### src/rtl/uart_sleep_pkg.sv
package uart_sleep_pkg;
  typedef enum logic [1:0] {
    ST_AWAKE  = 2'd0,
    ST_ARMED  = 2'd1,
    ST_ASLEEP = 2'd2
  } slp_state_e;
endpackage

### src/rtl/usc_entry_qual.sv
// Combinational check of the idle conditions that permit sleep entry.
module usc_entry_qual #(
  parameter int unsigned          IRQ_W        = 6,
  parameter logic [IRQ_W-1:0]     IRQ_IGN_MASK = 6'b000110
) (
  input  logic             en_both,
  input  logic             rx_idle,
  input  logic             txf_empty,
  input  logic             tsr_empty,
  input  logic             rxf_empty,
  input  logic [IRQ_W-1:0] irq_pend,
  output logic             entry_ok
);
  logic [IRQ_W-1:0] irq_block;

  generate
    for (genvar i = 0; i < IRQ_W; i++) begin : g_irq
      if (IRQ_IGN_MASK[i]) begin : g_ign
        assign irq_block[i] = 1'b0;
      end else begin : g_use
        assign irq_block[i] = irq_pend[i];
      end
    end
  endgenerate

  always_comb begin
    entry_ok = en_both & rx_idle & txf_empty & tsr_empty & rxf_empty
             & ~(|irq_block);
  end
endmodule

### src/rtl/usc_wake_det.sv
// Activity detector on the free-running clock.
module usc_wake_det #(
  parameter int unsigned MDM_W = 4
) (
  input  logic             clk,
  input  logic             rst_n,
  input  logic             en_both,
  input  logic             rx_in,
  input  logic [MDM_W-1:0] modem_in,
  input  logic             txf_wr,
  output logic             wake_evt
);
  logic             rx_q,  rx_d;
  logic [MDM_W-1:0] mdm_q, mdm_d;

  always_comb begin
    rx_d     = rx_in;
    mdm_d    = modem_in;
    wake_evt = (rx_in != rx_q) | (modem_in != mdm_q) | txf_wr | ~en_both;
  end

  always_ff @(posedge clk or negedge rst_n) begin
    if (!rst_n) begin
      rx_q  <= 1'b1;
      mdm_q <= '0;
    end else begin
      rx_q  <= rx_d;
      mdm_q <= mdm_d;
    end
  end
endmodule

### src/rtl/usc_div_guard.sv
// Holds back divisor writes while asleep and records attempts.
module usc_div_guard (
  input  logic clk,
  input  logic rst_n,
  input  logic asleep,
  input  logic div_wr_req,
  output logic div_wr_ok,
  output logic div_err
);
  logic err_q, err_d, err_en;

  always_comb begin
    div_wr_ok = div_wr_req & ~asleep;
    err_en    = div_wr_req & asleep;
    err_d     = 1'b1;
    div_err   = err_q;
  end

  always_ff @(posedge clk or negedge rst_n) begin
    if (!rst_n) begin
      err_q <= 1'b0;
    end else if (err_en) begin
      err_q <= err_d;
    end
  end
endmodule

### src/rtl/uart_sleep_ctl.sv
module uart_sleep_ctl #(
  parameter int unsigned      IRQ_W        = 6,
  parameter int unsigned      MDM_W        = 4,
  parameter logic [IRQ_W-1:0] IRQ_IGN_MASK = 6'b000110
) (
  input  logic             clk,
  input  logic             rst_n,
  input  logic             efr_enh_en,
  input  logic             ier_sleep_en,
  input  logic             rx_idle,
  input  logic             txf_empty,
  input  logic             tsr_empty,
  input  logic             rxf_empty,
  input  logic [IRQ_W-1:0] irq_pend,
  input  logic             rx_in,
  input  logic [MDM_W-1:0] modem_in,
  input  logic             txf_wr,
  input  logic             div_wr_req,
  output logic             clk_en,
  output logic             sleep_flag,
  output logic             div_wr_ok,
  output logic             div_err
);
  import uart_sleep_pkg::*;

  logic       en_both;
  logic       entry_ok;
  logic       wake_evt;
  slp_state_e st_q, st_d;
  logic       asleep_q;

  assign en_both = efr_enh_en & ier_sleep_en;

  usc_entry_qual #(
    .IRQ_W        (IRQ_W),
    .IRQ_IGN_MASK (IRQ_IGN_MASK)
  ) u_qual (
    .en_both   (en_both),
    .rx_idle   (rx_idle),
    .txf_empty (txf_empty),
    .tsr_empty (tsr_empty),
    .rxf_empty (rxf_empty),
    .irq_pend  (irq_pend),
    .entry_ok  (entry_ok)
  );

  usc_wake_det #(
    .MDM_W (MDM_W)
  ) u_wake (
    .clk      (clk),
    .rst_n    (rst_n),
    .en_both  (en_both),
    .rx_in    (rx_in),
    .modem_in (modem_in),
    .txf_wr   (txf_wr),
    .wake_evt (wake_evt)
  );

  // Next-state: two clean edges in a row arm then enter sleep.
  always_comb begin
    st_d = st_q;
    unique case (st_q)
      ST_AWAKE:  if (entry_ok && !wake_evt) st_d = ST_ARMED;
      ST_ARMED:  st_d = (entry_ok && !wake_evt) ? ST_ASLEEP : ST_AWAKE;
      ST_ASLEEP: if (wake_evt) st_d = ST_AWAKE;
      default:   st_d = ST_AWAKE;
    endcase
  end

  always_ff @(posedge clk or negedge rst_n) begin
    if (!rst_n) begin
      st_q     <= ST_AWAKE;
      asleep_q <= 1'b0;
    end else begin
      st_q     <= st_d;
      asleep_q <= (st_d == ST_ASLEEP);
    end
  end

  assign sleep_flag = asleep_q;
  assign clk_en     = ~asleep_q;

  usc_div_guard u_div (
    .clk        (clk),
    .rst_n      (rst_n),
    .asleep     (asleep_q),
    .div_wr_req (div_wr_req),
    .div_wr_ok  (div_wr_ok),
    .div_err    (div_err)
  );
endmodule

### config.mk
export PLATFORM = sky130hd
export DESIGN_NAME = uart_sleep_ctl
export DESIGN_NICKNAME = d
export VERILOG_FILES = /design/src/rtl/uart_sleep_pkg.sv /design/src/rtl/usc_entry_qual.sv /design/src/rtl/usc_wake_det.sv /design/src/rtl/usc_div_guard.sv /design/src/rtl/uart_sleep_ctl.sv
export SDC_FILE = /design/constraint.sdc
export NUM_CORES = 1
export LEC_CHECK = 0
export BUFFER_PORTS_ARGS = -buffer_cell sky130_fd_sc_hd__buf_4
export CAP_MARGIN = 20
export CORE_AREA = 2 2 39 41
export CTS_CLUSTER_SIZE = 10
export DETAILED_ROUTE_END_ITERATION = 8
export DIE_AREA = 0 0 41 43
export PLACE_DENSITY = 0.59
export SLEW_MARGIN = 10
export SYNTH_ARGS = -nofsm -noshare
export SYNTH_HDL_FRONTEND = slang
export SYNTH_SLANG_ARGS = --single-unit
### constraint.sdc
create_clock -name clk -period 1.5 [get_ports clk]
set_input_delay 0.075 -clock clk [delete_from_list [all_inputs] [get_ports clk]]
set_output_delay 0.075 -clock clk [all_outputs]
set_load 0.02 [all_outputs]
== After elaboration in Yosys (flattened, before gate mapping) ==
Cells that the tools add are included.
Storage, ports and cells
  input bits: 21
  output and inout bits: 4
  register bits: 9
  word-level logic and storage cells: 32
Operators by class
  bitwise gates (word level): 14
  reduce and logical (&&, ||, !) cells: 4
  equal/unequal tests: 5
  muxes and demuxes: 4
Operators by type and width (number)
  $and A1 B1 Y1: 8
  $mux W2: 3
  $pmux W2 S3: 1
  $eq A2 B2 Y1 const B: 2
  $ne A4 B4 Y1: 1
  $reduce_or A4 Y1: 1
  $not A1 Y1: 3
  $or A1 B1 Y1: 3
  $eq A2 B1 Y1 const B: 1
  $logic_not A2 Y1: 1
  $logic_and A1 B1 Y1: 1
  $logic_not A1 Y1: 1
  $ne A1 B1 Y1: 1

== Longest topological paths before layout ==
Gate-level depths: netlist of run 1.
  depth in word-level cells: 10
  gate-level depth with buffers: 3
  depth with buffers taken out: 3

== Hierarchy ==
Synthesis of run 1 repeated with hierarchy kept, for this count alone.
Second synthesis, totals
  cells, all modules: 28
  area, all modules: 377.9 µm²
By module, submodules not included
  usc_wake_det: cells each 12, instances 1, area an instance 185.2 µm²
  uart_sleep_ctl: cells each 10, instances 1, area an instance 123.9 µm²
  usc_div_guard: cells each 3, instances 1, area an instance 38.8 µm²
  usc_entry_qual: cells each 3, instances 1, area an instance 30.0 µm²

== Worst setup path after synthesis of run 1 ==
Ideal clock, no wire load.
  path type: flip-flop to flip-flop
  start: register u_wake.rx_q
  end: register st_q[0]
  buffers on the path: 0
  library setup time: 101 ps
  setup slack: 415 ps
  arrival time: 984 ps
  stages on the path, launching flop included: 4
  cells stage by stage: dfstp_2 -> xnor2_1 -> nand4_1 -> nor4_1
Between the ends
  word-level cells in the longest chain between the ends: 8
RTL lines
  from (decl): line usc_wake_det.sv:13  | logic rx_q, rx_d;
  from (signal assigned): line usc_wake_det.sv:27  | rx_q <= rx_d;
  $ne A1 B1 Y1 *: line usc_wake_det.sv:19  | wake_evt = (rx_in != rx_q) | (modem_in != mdm_q) | txf_wr | ~en_both;
  $or A1 B1 Y1 * (3 in a row): line usc_wake_det.sv:19
  $logic_not A1 Y1: line uart_sleep_ctl.sv:63  | ST_AWAKE: if (entry_ok && !wake_evt) st_d = ST_ARMED;
  $logic_and A1 B1 Y1: line uart_sleep_ctl.sv:63
  $mux W2: line uart_sleep_ctl.sv:63
  $pmux W2 S3 *: line uart_sleep_ctl.sv:62  | unique case (st_q)
  via st_d[0]: line uart_sleep_ctl.sv:29  | slp_state_e st_q, st_d;
  to (signal assigned): line uart_sleep_ctl.sv:75  | st_q <= st_d;
  to (decl): line uart_sleep_ctl.sv:29
Mark *: on every way through the listed nets, which the timed path passes. The rest lies on a longest branch.
A chain may end at the register's enable or synchronous reset.

== Final worst setup path of run 1 ==
Same ends and word-level chain as after synthesis.

==> results of run 1 <==
## cells in the mapped netlist (all sizes together)
cell type,instances
and4bb,1
and3,1
nand2b,1
nand4b,2
a21o,1
xnor2,5
inv,1
nand2,1
dfrtp,8
nor4b,1
nor4,1
nor2b,1
nand4,2
dfstp,1
a211oi,2
## power by group through the flow
| stage | Combinational [mW] | Sequential (mW) | Clock (mW) |
|---|---|---|---|
| floorplan | 0.0226 | 0.258 | 0 |
| global placement | 0.0725 | 0.258 | 0 |
| detailed placement | 0.0741 | 0.258 | 0 |
| CTS | 0.0868 | 0.254 | 0.186 |
| global route | 0.0927 | 0.254 | 0.203 |
| finish | 0.0859 | 0.254 | 0.176 |
## stage by stage
| step | power [mW] | util | hold WS (ns) | std cells |
|---|---|---|---|---|
| 6_report | 0.5163 | 0.4792 | 0.03414 | 77 |
| 3_5_place_dp | 0.3325 | 0.4168 | -0.09882 | 67 |
| 3_3_place_gp | 0.3306 | 0.4168 | -0.09740 | 67 |
| 5_1_grt | 0.5495 | 0.4792 | 0.03725 | 77 |
| 4_1_cts | 0.5267 | 0.4792 | 0.03136 | 77 |
| 2_1_floorplan | 0.2805 | - | -0.2206 | 29 |
## critical path, delay by kind of cell (launching register included)
family           cells  cell delay (ns)
flip-flops           1             0.53
XOR/XNOR             1             0.12
AND/OR/NAND/NOR      2             0.49
## final timing paths
check	startpoint	endpoint	slack (ns)	depth (start not counted)
setup / recovery	u_wake.rx_q	st_q[0]	0.24	3
hold / removal	div_wr_req	u_div.div_err	0.03	2
setup reg to reg	u_wake.rx_q	st_q[0]	0.24	3
hold reg to reg	u_div.div_err	u_div.div_err	0.46	1
max in group asynchronous	rst_n	u_wake.rx_q	1.11	2
min in group asynchronous	rst_n	u_wake.mdm_q[0]	0.18	2
## cell type report
cell class	instances	area, um2	share of cell area
multi-input combinational	19	161.4	0.2434
timing repair buffer	28	225.2	0.3396
clock buffer	4	26.28	0.03962
inverter	1	3.754	0.005660
tap	16	20.02	0.03019
sequential	9	226.5	0.3415
## routing by layer
layer  vias up  track usage
met5         -            0
met3         2      0.06283
met4         0      0.08000
li1        172            -
met2        12       0.2188
met1       162       0.1003
## cell families after synthesis
family                    share of synthesized area
DFF                                          0.5783
buffers and inverters                      0.009575
AOI/OAI and AO/OA                           0.05750
and+or+nand+nor                              0.2428
xor gates and xnor gates                     0.1118
## repair_timing
action | in CTS | in global routing
hold endpoints to repair | 14 | 0
resized for setup | 0 | 0
hold buffers | 6 | 0
## state kept, by name, summed over array words and instances (netlist names)
register and count:
u_wake.mdm_q 4, st_q 2, sleep_flag 1, u_div.div_err 1, u_wake.rx_q 1
==> metrics.txt, run 1 <==
synth unique cells=15; fin worst setup slack=0.2391 ns; met2 WL=508 um; most frequent cells in the layout=buf_4, dfrtp_1, dlygate4sd3_1; Final period util=0.8406; max-cap violations=0; endpoint type of the worst setup path=flip-flop; Max VDD drop=0.4960 mV; sequential share of the synthesized area=0.5783; core box area=0.001384 mm2; Fin. Hold Viols=0; Root Buffer=clkbuf_4; post-synthesis register bit count=9; Sequential Power Share=0.492; setup_tns=0 ns; # rows=14; clk_lat worst skew=0.25 ns; fin. max-slew vios=0; post-layout min period=1.261 ns; top-area cell type share of the netlist area=0.5112; setup violators final=0; synth warn=0; Hold WC Path Type=input pin to flip-flop; IO Count=25; Vias/cell=4.519; Slowest cell on crit path=dfstp_2; max incr delay on CP=0.53 ns; Syn Inst Count=29; CTS tree=built; actual slew at the worst max-slew pin=0.2749 ns; number of diodes=0; Startpoint Class=flip-flop; Synth Cell Area=391.6 um2; CTS Sinks=9; dpl ws=0.2269 ns; Tot GR Track Use=0.1260; post-CTS setup buffers=0; area post-placement=576.8 um2; WL met3=57 um; H-tree depth=1; syn avg cell area=13.50 um2; Filler Cell Count=124; clock skew=0.002985 ns; Top Metal Used=met4; layout cell share with drive strength beyond 1=0.4590; Switching Fraction=0.2070; Synth area leaders=dfrtp_1, xnor2_1, dfstp_2, nor4b_4, nand4b_1; Final ANT Viol Nets=0; max_slew headroom=0.8150; DRT Pass-1 Iters=4; Leakage=0.3046 nW; DRT iter0 DRCs=9; grt ovf=0; Worst EP required=1.64 ns; post-synth top area cell=dfrtp_1; post-route cell area=663.1 um2; RSZ-0062 raised after global routing=no; vias in the first global route=370; Post-Route WL=878 um; most common cell after layout, fill and taps aside=buf_4; power share of the combinational group=0.166; initial antenna violation count=0; pin count of the biggest net entering global routing=10; Metal-1 WL=304 um; status=finished, final reports clean; first-pass GRT wire length=1414 um; CTS buffer count=3; highest fanout seen on the critical path=3; CP Cell Sequence=xnor2_1 > nand4_1 > nor4_1; DIE AREA=0.001763 mm2; Layout area overhead=69.33%; Power Dens Cells=778.5 mW/mm2; internal power=0.4094 mW; P_sw=0.1069 mW; die span in x=41 um; fmax=793.1 MHz; initial core utilization=0.2830; Longest Clk Path Bufs=2; DR vias=348; Die Y=43 um; Critical Path AT=1.40 ns; routability congestion estimate from global placement=0.7417; Clock Power Share=0.341; WL/cell=11.40 um; Mapped Nets=50; final routed DRC violation total=0; CTS clk-pin slew, worst paths=0.06 ns; Port Buf Inserts=22; Final nets=83; Setup CP Type=flip-flop to flip-flop
Power figures use the tool's default switching activity.
==> run 2, diff against run 1 <==
--- a/config.mk
+++ b/config.mk
@@ -11,7 +11,7 @@
 export CTS_CLUSTER_SIZE = 10
 export DETAILED_ROUTE_END_ITERATION = 8
 export DIE_AREA = 0 0 41 43
-export PLACE_DENSITY = 0.59
+export PLACE_DENSITY = 0.61
 export SLEW_MARGIN = 10
 export SYNTH_ARGS = -nofsm -noshare
 export SYNTH_HDL_FRONTEND = slang
==> constraint.sdc (replaced) <==
create_clock -name clk -period 1.1 [get_ports clk]
set_input_delay 0.055 -clock clk [delete_from_list [all_inputs] [get_ports clk]]
set_output_delay 0.055 -clock clk [all_outputs]
set_load 0.02 [all_outputs]
==> run 2 against run 1 <==
  * Global-route usage decreased by 0.53 points
  * The flow now finishes with violations (setup timing)
  * Highest routed layer is now met3
  * Power increased by 39%
  * Fmax increased by 10%
  * Routed wire length decreased by 3.4%
==> metrics.txt, run 2 (synthesized netlist as in run 1, its figures left out) <==
internal power=0.5608 mW (was 0.4094 mW); Sequential Power Share=0.485 (was 0.492); Worst EP required=1.26 ns (was 1.64 ns); Tot GR Track Use=0.1207 (was 0.1260); CTS tree=built (unchanged); CTS buffer count=3 (unchanged); R2R depth=3 (unchanged); worst hold start=div_wr_req (unchanged); layout cell share with drive strength beyond 1=0.5246 (was 0.4590); Longest Clk Path Bufs=2 (unchanged); Power Dens Cells=1042 mW/mm2 (was 778.5 mW/mm2); Clock Power Share=0.346 (was 0.341); largest register by flop count=u_wake.mdm_q (unchanged); DRT iter0 DRCs=4 (was 9); routability congestion estimate from global placement=0.6976 (was 0.7417); Final nets=83 (unchanged); Max VDD drop=0.4075 mV (was 0.4960 mV); max reg flops=4 (unchanged); Vias/cell=4.506 (was 4.519); area post-placement=576.8 um2 (unchanged); Layout area overhead=75.40% (was 69.33%); WL/cell=11.01 um (was 11.40 um); Leakage=0.3106 nW (was 0.3046 nW); actual slew at the worst max-slew pin=0.2209 ns (was 0.2749 ns); clock skew=0.006038 ns (was 0.002985 ns); setup_tns=-0.06767 ns (was 0 ns); fin worst setup slack=-0.04151 ns (was 0.2391 ns); Worst Hold End=u_div.div_err (unchanged); number of diodes=0 (unchanged); Port Buf Inserts=22 (unchanged); die span in x=41 um (unchanged); Switching Fraction=0.2162 (was 0.2070); Fin. Hold Viols=0 (unchanged); max-cap violations=0 (unchanged); CTS clk-pin slew, worst paths=0.06 ns (about the same); DIE AREA=0.001763 mm2 (unchanged); post-route cell area=686.9 um2 (was 663.1 um2); power share of the combinational group=0.170 (was 0.166); CTS Sinks=9 (unchanged); H-tree depth=1 (unchanged); Final period util=1.038 (was 0.8406); endpoint type of the worst setup path=flip-flop (unchanged); Critical R2R Capture=st_q[1] (was st_q[0]); DRT Pass-1 Iters=4 (unchanged); initial antenna violation count=0 (unchanged); hold path cells=2 (unchanged); dpl ws=-0.06798 ns (was 0.2269 ns); Largest regs=u_wake.mdm_q x4, st_q x2 (unchanged); Hold WC Path Type=input pin to flip-flop (unchanged); max_slew headroom=0.8521 (was 0.8150); IO Count=25 (unchanged); Root Buffer=clkbuf_4 (unchanged); final routed DRC violation total=0 (unchanged); Setup CP Type=flip-flop to flip-flop (unchanged); pin count of the biggest net entering global routing=10 (unchanged); Startpoint Class=flip-flop (unchanged); Critical Path AT=1.30 ns (was 1.40 ns); fmax=876.0 MHz (was 793.1 MHz); clk_lat worst skew=0.25 ns (about the same); first-pass GRT wire length=1352 um (was 1414 um); most frequent cells in the layout=buf_4, dfrtp_1, dlygate4sd3_1 (unchanged); core box area=0.001384 mm2 (unchanged); most common cell after layout, fill and taps aside=buf_4 (unchanged); total power=0.7155 mW (was 0.5163 mW); highest fanout seen on the critical path=2 (was 3); RSZ-0062 raised after global routing=yes (was no); Post-Route WL=848 um (was 878 um); FF-to-FF Start=st_q[1] (was u_wake.rx_q); status=complete, but fails checks (was finished, final reports clean); # rows=14 (unchanged); post-layout min period=1.142 ns (was 1.261 ns); post-CTS setup buffers=0 (unchanged); DR vias=347 (was 348); initial core utilization=0.2830 (unchanged); failing checks=setup timing; setup violators final=3 (was 0); Final ANT Viol Nets=0 (unchanged); vias in the first global route=346 (was 370); fin. max-slew vios=0 (unchanged); P_sw=0.1547 mW (was 0.1069 mW); grt ovf=0 (unchanged); Die Y=43 um (unchanged); minimum setup slack among reg-to-reg paths=-0.04 ns (was 0.24 ns)
run 2: changes by cell type in the layout (fill, tap and decap cells not counted):
| cell | change |
|---|---|
| a211oi_1 | -2 |
| a211oi_2 | +2 |
| nor4_1 | -1 |
| nor4_2 | +1 |
| xnor2_1 | -1 |
| xnor2_2 | +1 |
run 2: cell type report:
cell class                 instances  area [um2]
clock buffer                       4       26.28
timing repair buffer              28       225.2
tap                               16       20.02
sequential                         9       226.5
multi-input combinational         19       185.2
inverter                           1       3.754
fill                             128       696.9
run 2: critical path, cell delays in order, from the launching register on:
cell and delay [ns]:
dfrtp_1 0.39, and4bb_2 0.30, nand4_1 0.14, a211oi_2 0.22
run 2: metrics by stage:
step                cells  hold WS, ns  utilization
floorplan              29      -0.2406            -
global placement       67      -0.1176       0.4168
detailed placement     67      -0.1166       0.4168
CTS                    77      0.01973       0.4792
global route           77      0.01787       0.4964
finish                 77      0.01569       0.4964
run 2: power groups by stage:
| stage | Combinational, mW | Sequential (mW) | Clock, mW |
|---|---|---|---|
| after floorplan | 0.0309 | 0.352 | 0 |
| after global placement | 0.0992 | 0.352 | 0 |
| after detailed placement | 0.100 | 0.352 | 0 |
| after CTS | 0.116 | 0.346 | 0.251 |
| after global routing | 0.133 | 0.348 | 0.268 |
| final | 0.121 | 0.347 | 0.247 |
run 2: worst max path at each step:
stage	from	to	slack [ns]
after floorplan	u_wake.rx_q	st_q[0]	0.01
after global placement	u_wake.rx_q	st_q[0]	-0.04
after detailed placement	u_wake.rx_q	st_q[0]	-0.07
after CTS	u_wake.rx_q	st_q[1]	-0.05
after global routing	st_q[1]	st_q[1]	-0.10
final	st_q[1]	st_q[1]	-0.04
run 2: per-layer routing:
layer / share of wire / GRT usage
met1: 0.41 / 0.1429
met2: 0.52 / 0.1813
met4: 0 / 0.08000
met3: 0.075 / 0.03141
met5: 0 / 0
run 2: timing repair:
item | 4_1_cts | 5_1_grt
hold buffers | 6 | 0
endpoints found under the setup margin | 3 | 3
hold endpoints to repair | 14 | 0
pin swaps | 1 | 6
gates cloned | 0 | 0
gates resized for setup | 0 | 4
